### src/rtl/irq_pkg.sv
package irq_pkg;

    localparam int WORD_W = 32;
    localparam int SEL_W  = 2;

    // register selector values seen on the register port
    typedef enum logic [SEL_W-1:0] {
        SEL_CAUSE     = 2'd0,
        SEL_CPU_MASK  = 2'd1,
        SEL_PCI_MASK  = 2'd2,
        SEL_SERR_MASK = 2'd3
    } reg_sel_e;

    localparam int NUM_MASKS = 3;

    // implemented-bit patterns, index 0 = CPU, 1 = PCI, 2 = system error
    localparam logic [NUM_MASKS-1:0][WORD_W-1:0] MASK_IMPL = {
        32'h0000_003F,
        32'h03FF_FFFE,
        32'h3C3F_FFFE
    };

endpackage

### src/rtl/irq_cause_reg.sv
module irq_cause_reg #(
    parameter int DATA_W = irq_pkg::WORD_W
) (
    input  logic              clk,
    input  logic              rst_n,
    input  logic              wr_en,
    input  logic [DATA_W-1:0] wdata,
    input  logic [DATA_W-1:0] evt,
    output logic [DATA_W-1:0] cause
);

    typedef struct packed {
        logic [DATA_W-1:1] pend;
    } cause_state_t;

    cause_state_t st_d, st_q;

    always_comb begin
        st_d = st_q;
        // acknowledge: a zero in the write data drops the bit
        if (wr_en) begin
            st_d.pend = st_q.pend & wdata[DATA_W-1:1];
        end
        // new events applied last so they win over a same-cycle clear
        st_d.pend = st_d.pend | evt[DATA_W-1:1];
    end

    always_ff @(posedge clk or negedge rst_n) begin
        if (!rst_n) begin
            st_q <= '0;
        end else begin
            st_q <= st_d;
        end
    end

    assign cause = {st_q.pend, |st_q.pend};

endmodule

### src/rtl/irq_mask_reg.sv
module irq_mask_reg #(
    parameter int                DATA_W = irq_pkg::WORD_W,
    parameter logic [DATA_W-1:0] IMPL   = '1
) (
    input  logic              clk,
    input  logic              rst_n,
    input  logic              wr_en,
    input  logic [DATA_W-1:0] wdata,
    output logic [DATA_W-1:0] mask
);

    typedef struct packed {
        logic [DATA_W-1:0] bits;
    } mask_state_t;

    mask_state_t st_d, st_q;

    always_comb begin
        st_d = st_q;
        if (wr_en) begin
            st_d.bits = wdata & IMPL;
        end
    end

    always_ff @(posedge clk or negedge rst_n) begin
        if (!rst_n) begin
            st_q <= '0;
        end else begin
            st_q <= st_d;
        end
    end

    assign mask = st_q.bits;

endmodule

### src/rtl/irq_summary.sv
module irq_summary #(
    parameter int DATA_W = irq_pkg::WORD_W
) (
    input  logic [DATA_W-1:0] cause,
    input  logic [DATA_W-1:0] mask,
    output logic              irq
);

    logic [DATA_W-1:1] hit;

    always_comb begin
        hit = cause[DATA_W-1:1] & mask[DATA_W-1:1];
        irq = |hit;
    end

endmodule

### src/rtl/irq_cause_unit.sv
module irq_cause_unit #(
    parameter int DATA_W = irq_pkg::WORD_W,
    parameter int SEL_W  = irq_pkg::SEL_W
) (
    input  logic              clk,
    input  logic              rst_n,
    input  logic              reg_wr,
    input  logic [SEL_W-1:0]  reg_addr,
    input  logic [DATA_W-1:0] reg_wdata,
    output logic [DATA_W-1:0] reg_rdata,
    input  logic [DATA_W-1:0] evt_in,
    output logic              cpu_irq,
    output logic              pci_irq
);

    import irq_pkg::*;

    localparam int NIRQ = 2;

    logic [DATA_W-1:0] cause_w;
    logic [DATA_W-1:0] mask_w [NUM_MASKS];
    logic [NIRQ-1:0]   irq_w;
    logic              cause_wr;

    assign cause_wr = reg_wr && (reg_addr == SEL_CAUSE);

    irq_cause_reg #(.DATA_W(DATA_W)) u_cause (
        .clk   (clk),
        .rst_n (rst_n),
        .wr_en (cause_wr),
        .wdata (reg_wdata),
        .evt   (evt_in),
        .cause (cause_w)
    );

    // mask register g sits at selector g+1
    for (genvar g = 0; g < NUM_MASKS; g++) begin : g_mask
        logic sel_wr;
        assign sel_wr = reg_wr && (reg_addr == SEL_W'(g + 1));
        irq_mask_reg #(
            .DATA_W (DATA_W),
            .IMPL   (MASK_IMPL[g][DATA_W-1:0])
        ) u_mask (
            .clk   (clk),
            .rst_n (rst_n),
            .wr_en (sel_wr),
            .wdata (reg_wdata),
            .mask  (mask_w[g])
        );
    end

    // outputs driven by the CPU and PCI masks (indices 0 and 1)
    for (genvar i = 0; i < NIRQ; i++) begin : g_irq
        irq_summary #(.DATA_W(DATA_W)) u_sum (
            .cause (cause_w),
            .mask  (mask_w[i]),
            .irq   (irq_w[i])
        );
    end

    assign cpu_irq = irq_w[0];
    assign pci_irq = irq_w[1];

    always_comb begin
        unique case (reg_addr)
            SEL_CAUSE:     reg_rdata = cause_w;
            SEL_CPU_MASK:  reg_rdata = mask_w[0];
            SEL_PCI_MASK:  reg_rdata = mask_w[1];
            default:       reg_rdata = mask_w[2];
        endcase
    end

endmodule

### config.mk
export PLATFORM = sky130hd
export DESIGN_NAME = irq_cause_unit
export DESIGN_NICKNAME = d
export VERILOG_FILES = /design/src/rtl/irq_pkg.sv /design/src/rtl/irq_cause_reg.sv /design/src/rtl/irq_mask_reg.sv /design/src/rtl/irq_summary.sv /design/src/rtl/irq_cause_unit.sv
export SDC_FILE = /design/constraint.sdc
export NUM_CORES = 1
export LEC_CHECK = 0
export CAP_MARGIN = 40
export CORE_ASPECT_RATIO = 1.1
export CORE_MARGIN = 2
export CORE_UTILIZATION = 56
export DETAILED_ROUTE_END_ITERATION = 7
export MAX_ROUTING_LAYER = met4
export PLACE_DENSITY_LB_ADDON = 0.3
export SLEW_MARGIN = 20
export SYNTH_ARGS = -nofsm -noshare
export SYNTH_HDL_FRONTEND = slang
export SYNTH_HIERARCHICAL = 1
export SYNTH_SLANG_ARGS = --single-unit
### constraint.sdc
create_clock -name clk -period 5.45 [get_ports clk]
set_input_delay 1.635 -clock clk [delete_from_list [all_inputs] [get_ports clk]]
set_output_delay 1.635 -clock clk [all_outputs]
set_load 0.05 [all_outputs]
# Word-level counts from Yosys, hierarchy flattened
# Index checks and enable logic that the tools add are counted.
[totals]
regBits = 87
inputBits = 69
out_inout_bits = 34
[classes]
eq_ne = 3
muxes = 2
n_bitwise = 4
n_reduce_logical = 8
[ops]
columns = ["op", "n"]
rows = [
  ["$pmux W32 S3", 1],
  ["$reduce_or A31 Y1", 3],
  ["$and A31 B25 Y31", 1],
  ["$and A31 B29 Y31", 1],
  ["$and A31 B31 Y31", 1],
  ["$mux W31", 1],
  ["$or A31 B31 Y31", 1],
  ["$eq A2 B2 Y1 const B", 2],
  ["$logic_and A1 B1 Y1", 4],
  ["$eq A2 B1 Y1 const B", 1],
  ["$logic_not A2 Y1", 1],
]

# Depth between registers and ports, before layout
# Gate-level depths: netlist of run 1.
[depth]
word_depth = 4
depth_mapped = 6
ltp_nobuf = 4

# Hierarchy
# The synthesis of run 1 kept the hierarchy.
[modules_own_cells]
columns = ["module", "instances", "cells_each", "area_per_inst_um2", "seq_area_each_um2"]
rows = [
  ["irq_mask_reg (g_mask[0].u_mask ...)", 2, 61, 1089.8, 625.6],
  ["irq_cause_reg", 1, 106, 1291.2, 775.7],
  ["irq_cause_unit", 1, 44, 849.6, 0.0],
  ["irq_mask_reg (g_mask[2].u_mask)", 1, 40, 450.4, 150.1],
  ["irq_summary", 2, 20, 153.9, 0.0],
]

# Worst setup path after synthesis of run 1
# No wires, ideal clock.
[synth_timing]
kind = "input to output"
startpoint = "input reg_addr[0]"
endpoint = "output reg_rdata[22]"
t_arrival_ns = 2.593
required_ns = 3.815
slack_ns = 1.222
cell_stages = 3
path_buffers = 2
path_cell_list = "buf_6 > buf_6 > mux4_2"
[synth_via]
elab_chain_cells = 2
[synth_rtl]
columns = ["element", "line", "source"]
rows = [
  ["from (decl)", "irq_cause_unit.sv:8", "input logic [SEL_W-1:0] reg_addr,"],
  ["$eq A2 B2 Y1 (tied with other cells)", "irq_cause_unit.sv:65", "unique case (reg_addr)"],
  ["$pmux W32 S3 *", "irq_cause_unit.sv:65", ""],
  ["to (decl)", "irq_cause_unit.sv:10", "output logic [DATA_W-1:0] reg_rdata,"],
]
# Every way passes the cells marked *; elsewhere a longest branch is shown, timed or not.

# Worst setup path in the final report of run 1
[layout_timing]
startpoint = "input reg_addr[0]"
endpoint = "output reg_rdata[28]"
# The elaborated chain is that of the path after synthesis.

==> results of run 1 <==
[per-stage QoR]
stage | hold WS [ns] | utilization, % | total power (W)
final | 0.516 | 72.5 | 0.00192
after global routing | 0.541 | 72.5 | 0.00199
after CTS | 0.519 | 72.4 | 0.00193
after detailed placement | 0.500 | 70.0 | 0.00146
after global placement | 0.487 | 69.7 | 0.00144
after floorplan | 0.477 | - | 0.00121
[cells in the mapped netlist]
master     n  area [sq um]
nand2b_1  31           194
buf_1      2          7.51
a221oi_2   2          30.0
buf_2      4          20.0
mux4_2    28           631
mux4_1     4           105
nand4_1    5          31.3
a21o_1    30           225
or4_1      2          15.0
a22oi_1   24           180
buf_6      5          56.3
dfrtp_1   87          2180
a222oi_1   2          20.0
nor4_1     6          37.5
a22o_1     2          17.5
buf_4     40           300
nand3_1    4          20.0
mux2_4    46           691
and4_1     1          8.76
mux2_2    10           113
and3b_1    2          17.5
and3_1     1          6.26
buf_12     6           120
a21o_2     1          8.76
nor3b_1    1          7.51
conb_1     3          11.3
clkbuf_1   1          3.75
nor4_2     1          12.5
or4_4      1          11.3
[how the worst max path moves through the flow]
stage	cells after the start	slack (ns)	to
2_1_floorplan	3	1.22	reg_rdata[22]
3_3_place_gp	4	0.63	reg_rdata[28]
3_5_place_dp	4	0.64	reg_rdata[28]
4_1_cts	4	0.61	reg_rdata[28]
5_1_grt	4	0.53	reg_rdata[28]
6_report	4	0.64	reg_rdata[28]
[report_power, final]
group,leakage [nW],switching (W),internal (W)
Clock,0.103,0.000244,0.000227
Combinational,1.54,0.000282,0.000357
Sequential,0.945,0.0000817,0.000732
[layer usage]
| metal | wire [microns] | vias to the layer above | GRT usage [%] |
|---|---|---|---|
| met3 | 615 | 15 | 3.55 |
| met1 | 4900 | 1799 | 35.8 |
| met2 | 6210 | 116 | 42.4 |
| met4 | 186 | 0 | 7.35 |
| li1 | - | 1457 | - |
| met5 | 0 | - | - |
[final cells by class]
class / count / area (sq um)
Multi-Input combinational cell: 244 / 2540
Fill cell: 602 / 2430
Sequential cell: 87 / 2180
Timing Repair Buffer: 108 / 1330
Tap cell: 114 / 143
Clock buffer: 10 / 138
Clock inverter: 6 / 68.8
[registers in the layout (all words and copies together), names as in the netlist]
signal,cells
g_mask.u_mask/mask,56
u_cause/st_q,31
[cells by family after synthesis]
family	after synthesis	share of synthesized area [%]
buffers and inverters	58	10.0
AO/OA/AOI/OAI	61	9.49
AND/OR/NAND/NOR	55	7.12
other	3	0.222
flip-flops	87	42.9
multiplexers	88	30.3
[cell usage in the layout (no fill, tap or decap), types with 12 or more instances in the layout]
| cell type | Yosys | final |
|---|---|---|
| buf_12 | 6 | 27 |
| buf_4 | 40 | 12 |
| clkdlybuf4s50_1 | 0 | 67 |
| dfrtp_1 | 87 | 87 |
| mux2_4 | 46 | 46 |
| nand2b_1 | 31 | 31 |
| a21o_1 | 30 | 30 |
| conb_1 | 3 | 40 |
| a22oi_1 | 24 | 24 |
| mux4_2 | 28 | 28 |
==> metrics, run 1 <==
gpl congestion=0.843; crit path kind=in -> out; crit end category=output port; gr ovfl total=0; largest net degree at the start of global routing=47; DR vias=3387; IO Count=103; synthesized instance count=352; Final setup viols=0; Synth Register Bits=87; design area=6400 sq um; Area Growth Syn to Fin=26.0%; HP Class=reg -> reg; Seq/Total Area, Yosys=42.9%; Peak VDD IR=0.000139 V; Slew headroom=62.2%; # DRC=0; clock sinks=87; Tcrit/Tclk final=88.3%; post-DP HPWL=8580 microns; CP arrival=3.18 ns; Post-CTS Hold Buffers=0; Hold Path Cell Cnt=1; # port buffers=101; die span in x=94.8 microns; DR pass1 iterations=4; Area after DPL=6180 sq um; Global Route Usage Sum=26.4%; WP data required=3.82 ns; vias per std cell=5.95; ANT nets after route=0; Lkg Pwr=2.59 nW; vias in the first global route=3566; CTS tree=built; YS warnings=6; Worst Hold End=g_mask[2].u_mask/mask[2]; row count=36; Place WS=0.642 ns; status=completed; worst reg2reg path depth=1; # resized after CTS=0; first-pass GRT wire length=19100 microns; Initial Util=57.5%; f_max=208 MHz; Hold Path Origin=g_mask[2].u_mask/mask[2]; Reg2Reg Setup Slack=4.62 ns; worst path cell trace=buf_2 -> buf_12 -> mux4_1 -> buf_4; Longest Clk Path Bufs=2; Final nets=519; CP max-delay cell=mux4_1; worst setup margin=0.640 ns; Crit path max-delay family=buffers and inverters; initial antenna violation count=0; post-synthesis cell type count=29; die height=104 microns; Worst Setup SP=reg_addr[0]; min Tclk post-route=4.81 ns; Root Buffer Master=clkbuf_8; ant diodes=0; reg2reg end=g_mask[0].u_mask/mask[14]; total length of routed wires=11900 microns; Mapped Avg Cell Area=14.4 sq um; worst r2r src=g_mask[0].u_mask/mask[14]; worst clock skew=0 ns; buffers and inverters on the worst path=3; setup TNS=0 ns; final hold violation count=0; Num CTS Buffers=9; worst slew pin tran=0.567 ns; Pwr Density=301 nW/um^2; max cap viols=0; placed cells=552; Slew Limit Fails=0; type of origin of the critical path=input port; worst skew pair latency=0.36 ns; htree depth=3; RSZ-0062 raised after global routing=false; crit-path max FO=22; mapped cell area=5080 sq um; post-CTS setup buffer count=0; Core Box Area=8830 sq um; share of layout cells above drive strength 1=32.3%; CP peak stage delay=0.59 ns; Non-Filler Instances=569; DR iter-0 viols=254; Clock transition at path regs=0.08 ns; WL/cell=20.9 microns; die area=9850 sq um
Note: power is estimated with default switching activity, not from simulation.
==> inputs of run 2 (changes only) <==
CAP_MARGIN = unset   (was 40)
CORE_UTILIZATION = 55   (was 56)
==> metrics, run 2 (synthesis gave the netlist of run 1 again) <==
first-pass GRT wire length=19800 microns (was 19100 microns); Num CTS Buffers=9 (unchanged); crit path kind=in -> out (unchanged); Multi-input gate area=2540 sq um (unchanged); Global Route Usage Sum=26.8% (was 26.4%); ANT nets after route=0 (unchanged); ant diodes=0 (unchanged); Tcrit/Tclk final=88.9% (was 88.3%); Seq pwr share=41.9% (was 42.3%); IO Count=103 (unchanged); Core Box Area=8920 sq um (was 8830 sq um); WL/cell=21.2 microns (was 20.9 microns); share of layout cells above drive strength 1=31.8% (was 32.3%); final hold violation count=0 (unchanged); vias in the first global route=3678 (was 3566); worst clock skew=0 ns (unchanged); Peak VDD IR=0.000136 V (was 0.000139 V); vias per std cell=5.87 (was 5.95); placed cells=552 (unchanged); # resized after CTS=0 (unchanged); post-CTS setup buffer count=0 (unchanged); largest net degree at the start of global routing=88 (was 47); clock share of power=25.3% (was 24.5%); DR iter-0 viols=193 (was 254); commonest non-fill, non-tap cell in the layout=dfrtp_1 (unchanged); die area=10000 sq um (was 9850 sq um); initial antenna violation count=0 (unchanged); crit-path max FO=23 (was 22); CP arrival=3.21 ns (was 3.18 ns); Final setup viols=0 (unchanged); Slew headroom=47.6% (was 62.2%); post-DP HPWL=8590 microns (was 8580 microns); setup TNS=0 ns (unchanged); Longest Clk Path Bufs=2 (unchanged); # DRC=0 (unchanged); CTS tree=built (unchanged); max reg flops=56 (unchanged); DR pass1 iterations=5 (was 4); HP Class=reg -> reg (unchanged); DR vias=3331 (was 3387); worst skew pair latency=0.35 ns (was 0.36 ns); row count=36 (unchanged); htree depth=3 (unchanged); clock sinks=87 (unchanged); Lkg Pwr=2.59 nW (about the same); gpl congestion=0.808 (was 0.843); Non-Filler Instances=567 (was 569); Area Growth Syn to Fin=25.6% (was 26.0%); die height=105 microns (was 104 microns); crit end category=output port (unchanged); type of origin of the critical path=input port (unchanged); Final nets=518 (was 519); WP data required=3.82 ns (about the same); internal power=0.00135 W (was 0.00132 W); worst slew pin tran=0.787 ns (was 0.567 ns); register cell area after layout=2180 sq um (unchanged); worst reg2reg path depth=1 (unchanged); Initial Util=56.9% (was 57.5%); Clock transition at path regs=0.08 ns (about the same); most frequent cells in the layout=87 x dfrtp_1, 67 x clkdlybuf4s50_1, 46 x mux2_4 (unchanged); max cap viols=0 (unchanged); # port buffers=101 (unchanged); Post-CTS Hold Buffers=0 (unchanged); gr ovfl total=0 (unchanged); combinational share of power=32.9% (was 33.2%); RSZ-0062 raised after global routing=false (unchanged); total length of routed wires=12000 microns (was 11900 microns); status=completed (unchanged); Hold Path Cell Cnt=1 (unchanged); P_sw=0.000589 W (was 0.000608 W); Fillers=576 (was 602); Pwr Density=305 nW/um^2 (was 301 nW/um^2); switch share=30.3% (was 31.6%); die span in x=95.6 microns (was 94.8 microns); min Tclk post-route=4.84 ns (was 4.81 ns); Root Buffer Master=clkbuf_8 (unchanged); Slew Limit Fails=0 (unchanged); f_max=207 MHz (was 208 MHz)
==> run 2: final timing paths <==
kind                                          startpoint                   endpoint  slack [ns]
worst max-delay path                         reg_addr[0]              reg_rdata[28]        0.61
worst min-delay path            g_mask[2].u_mask/mask[2]   g_mask[2].u_mask/mask[2]        0.51
worst max register to register  g_mask[0].u_mask/mask[7]   g_mask[0].u_mask/mask[7]        4.63
worst min register to register  g_mask[2].u_mask/mask[2]   g_mask[2].u_mask/mask[2]        0.51
max in group asynchronous                          rst_n  g_mask[1].u_mask/mask[22]        3.59
min in group asynchronous                          rst_n            u_cause/st_q[9]        1.33
==> run 2: cell type report <==
class	instances	share of cell area [%]
Timing Repair Buffer	107	20.5
Clock inverter	4	1.10
Clock buffer	11	2.22
Sequential cell	87	34.1
Tap cell	114	2.24
Multi-Input combinational cell	244	39.8
==> run 2: routing by layer <==
layer  track usage [%]  wire length (microns)  up-vias
met5                 -                      0        -
li1                  -                      -     1455
met3              4.04                    744       22
met4              7.76                    208        0
met2              42.1                   6110      146
met1              36.4                   4970     1708
==> run 2: critical path, stage by stage <==
cell	delay (ns)
buf_2	0.43
buf_12	0.28
mux4_1	0.63
buf_4	0.22
==> run 2: stage by stage <==
| step | setup slack, ns | power [W] | instance area (sq um) | utilization [%] | hold WS [ns] |
|---|---|---|---|---|---|
| after global placement | 0.627 | 0.00144 | 6160 | 69.1 | 0.489 |
| after CTS | 0.600 | 0.00195 | 6370 | 71.5 | 0.517 |
| after global routing | 0.530 | 0.00202 | 6380 | 71.5 | 0.532 |
| final | 0.608 | 0.00194 | 6380 | 71.5 | 0.515 |
| after detailed placement | 0.624 | 0.00146 | 6160 | 69.1 | 0.496 |
| after floorplan | 1.22 | 0.00121 | 5220 | - | 0.477 |
==> run 2: power by group through the flow <==
stage,clock network [W],logic (W),registers (W)
floorplan,0,0.000414,0.000793
global placement,0,0.000626,0.000813
detailed placement,0,0.000637,0.000823
CTS,0.000498,0.000640,0.000811
global route,0.000529,0.000668,0.000825
finish,0.000491,0.000639,0.000814
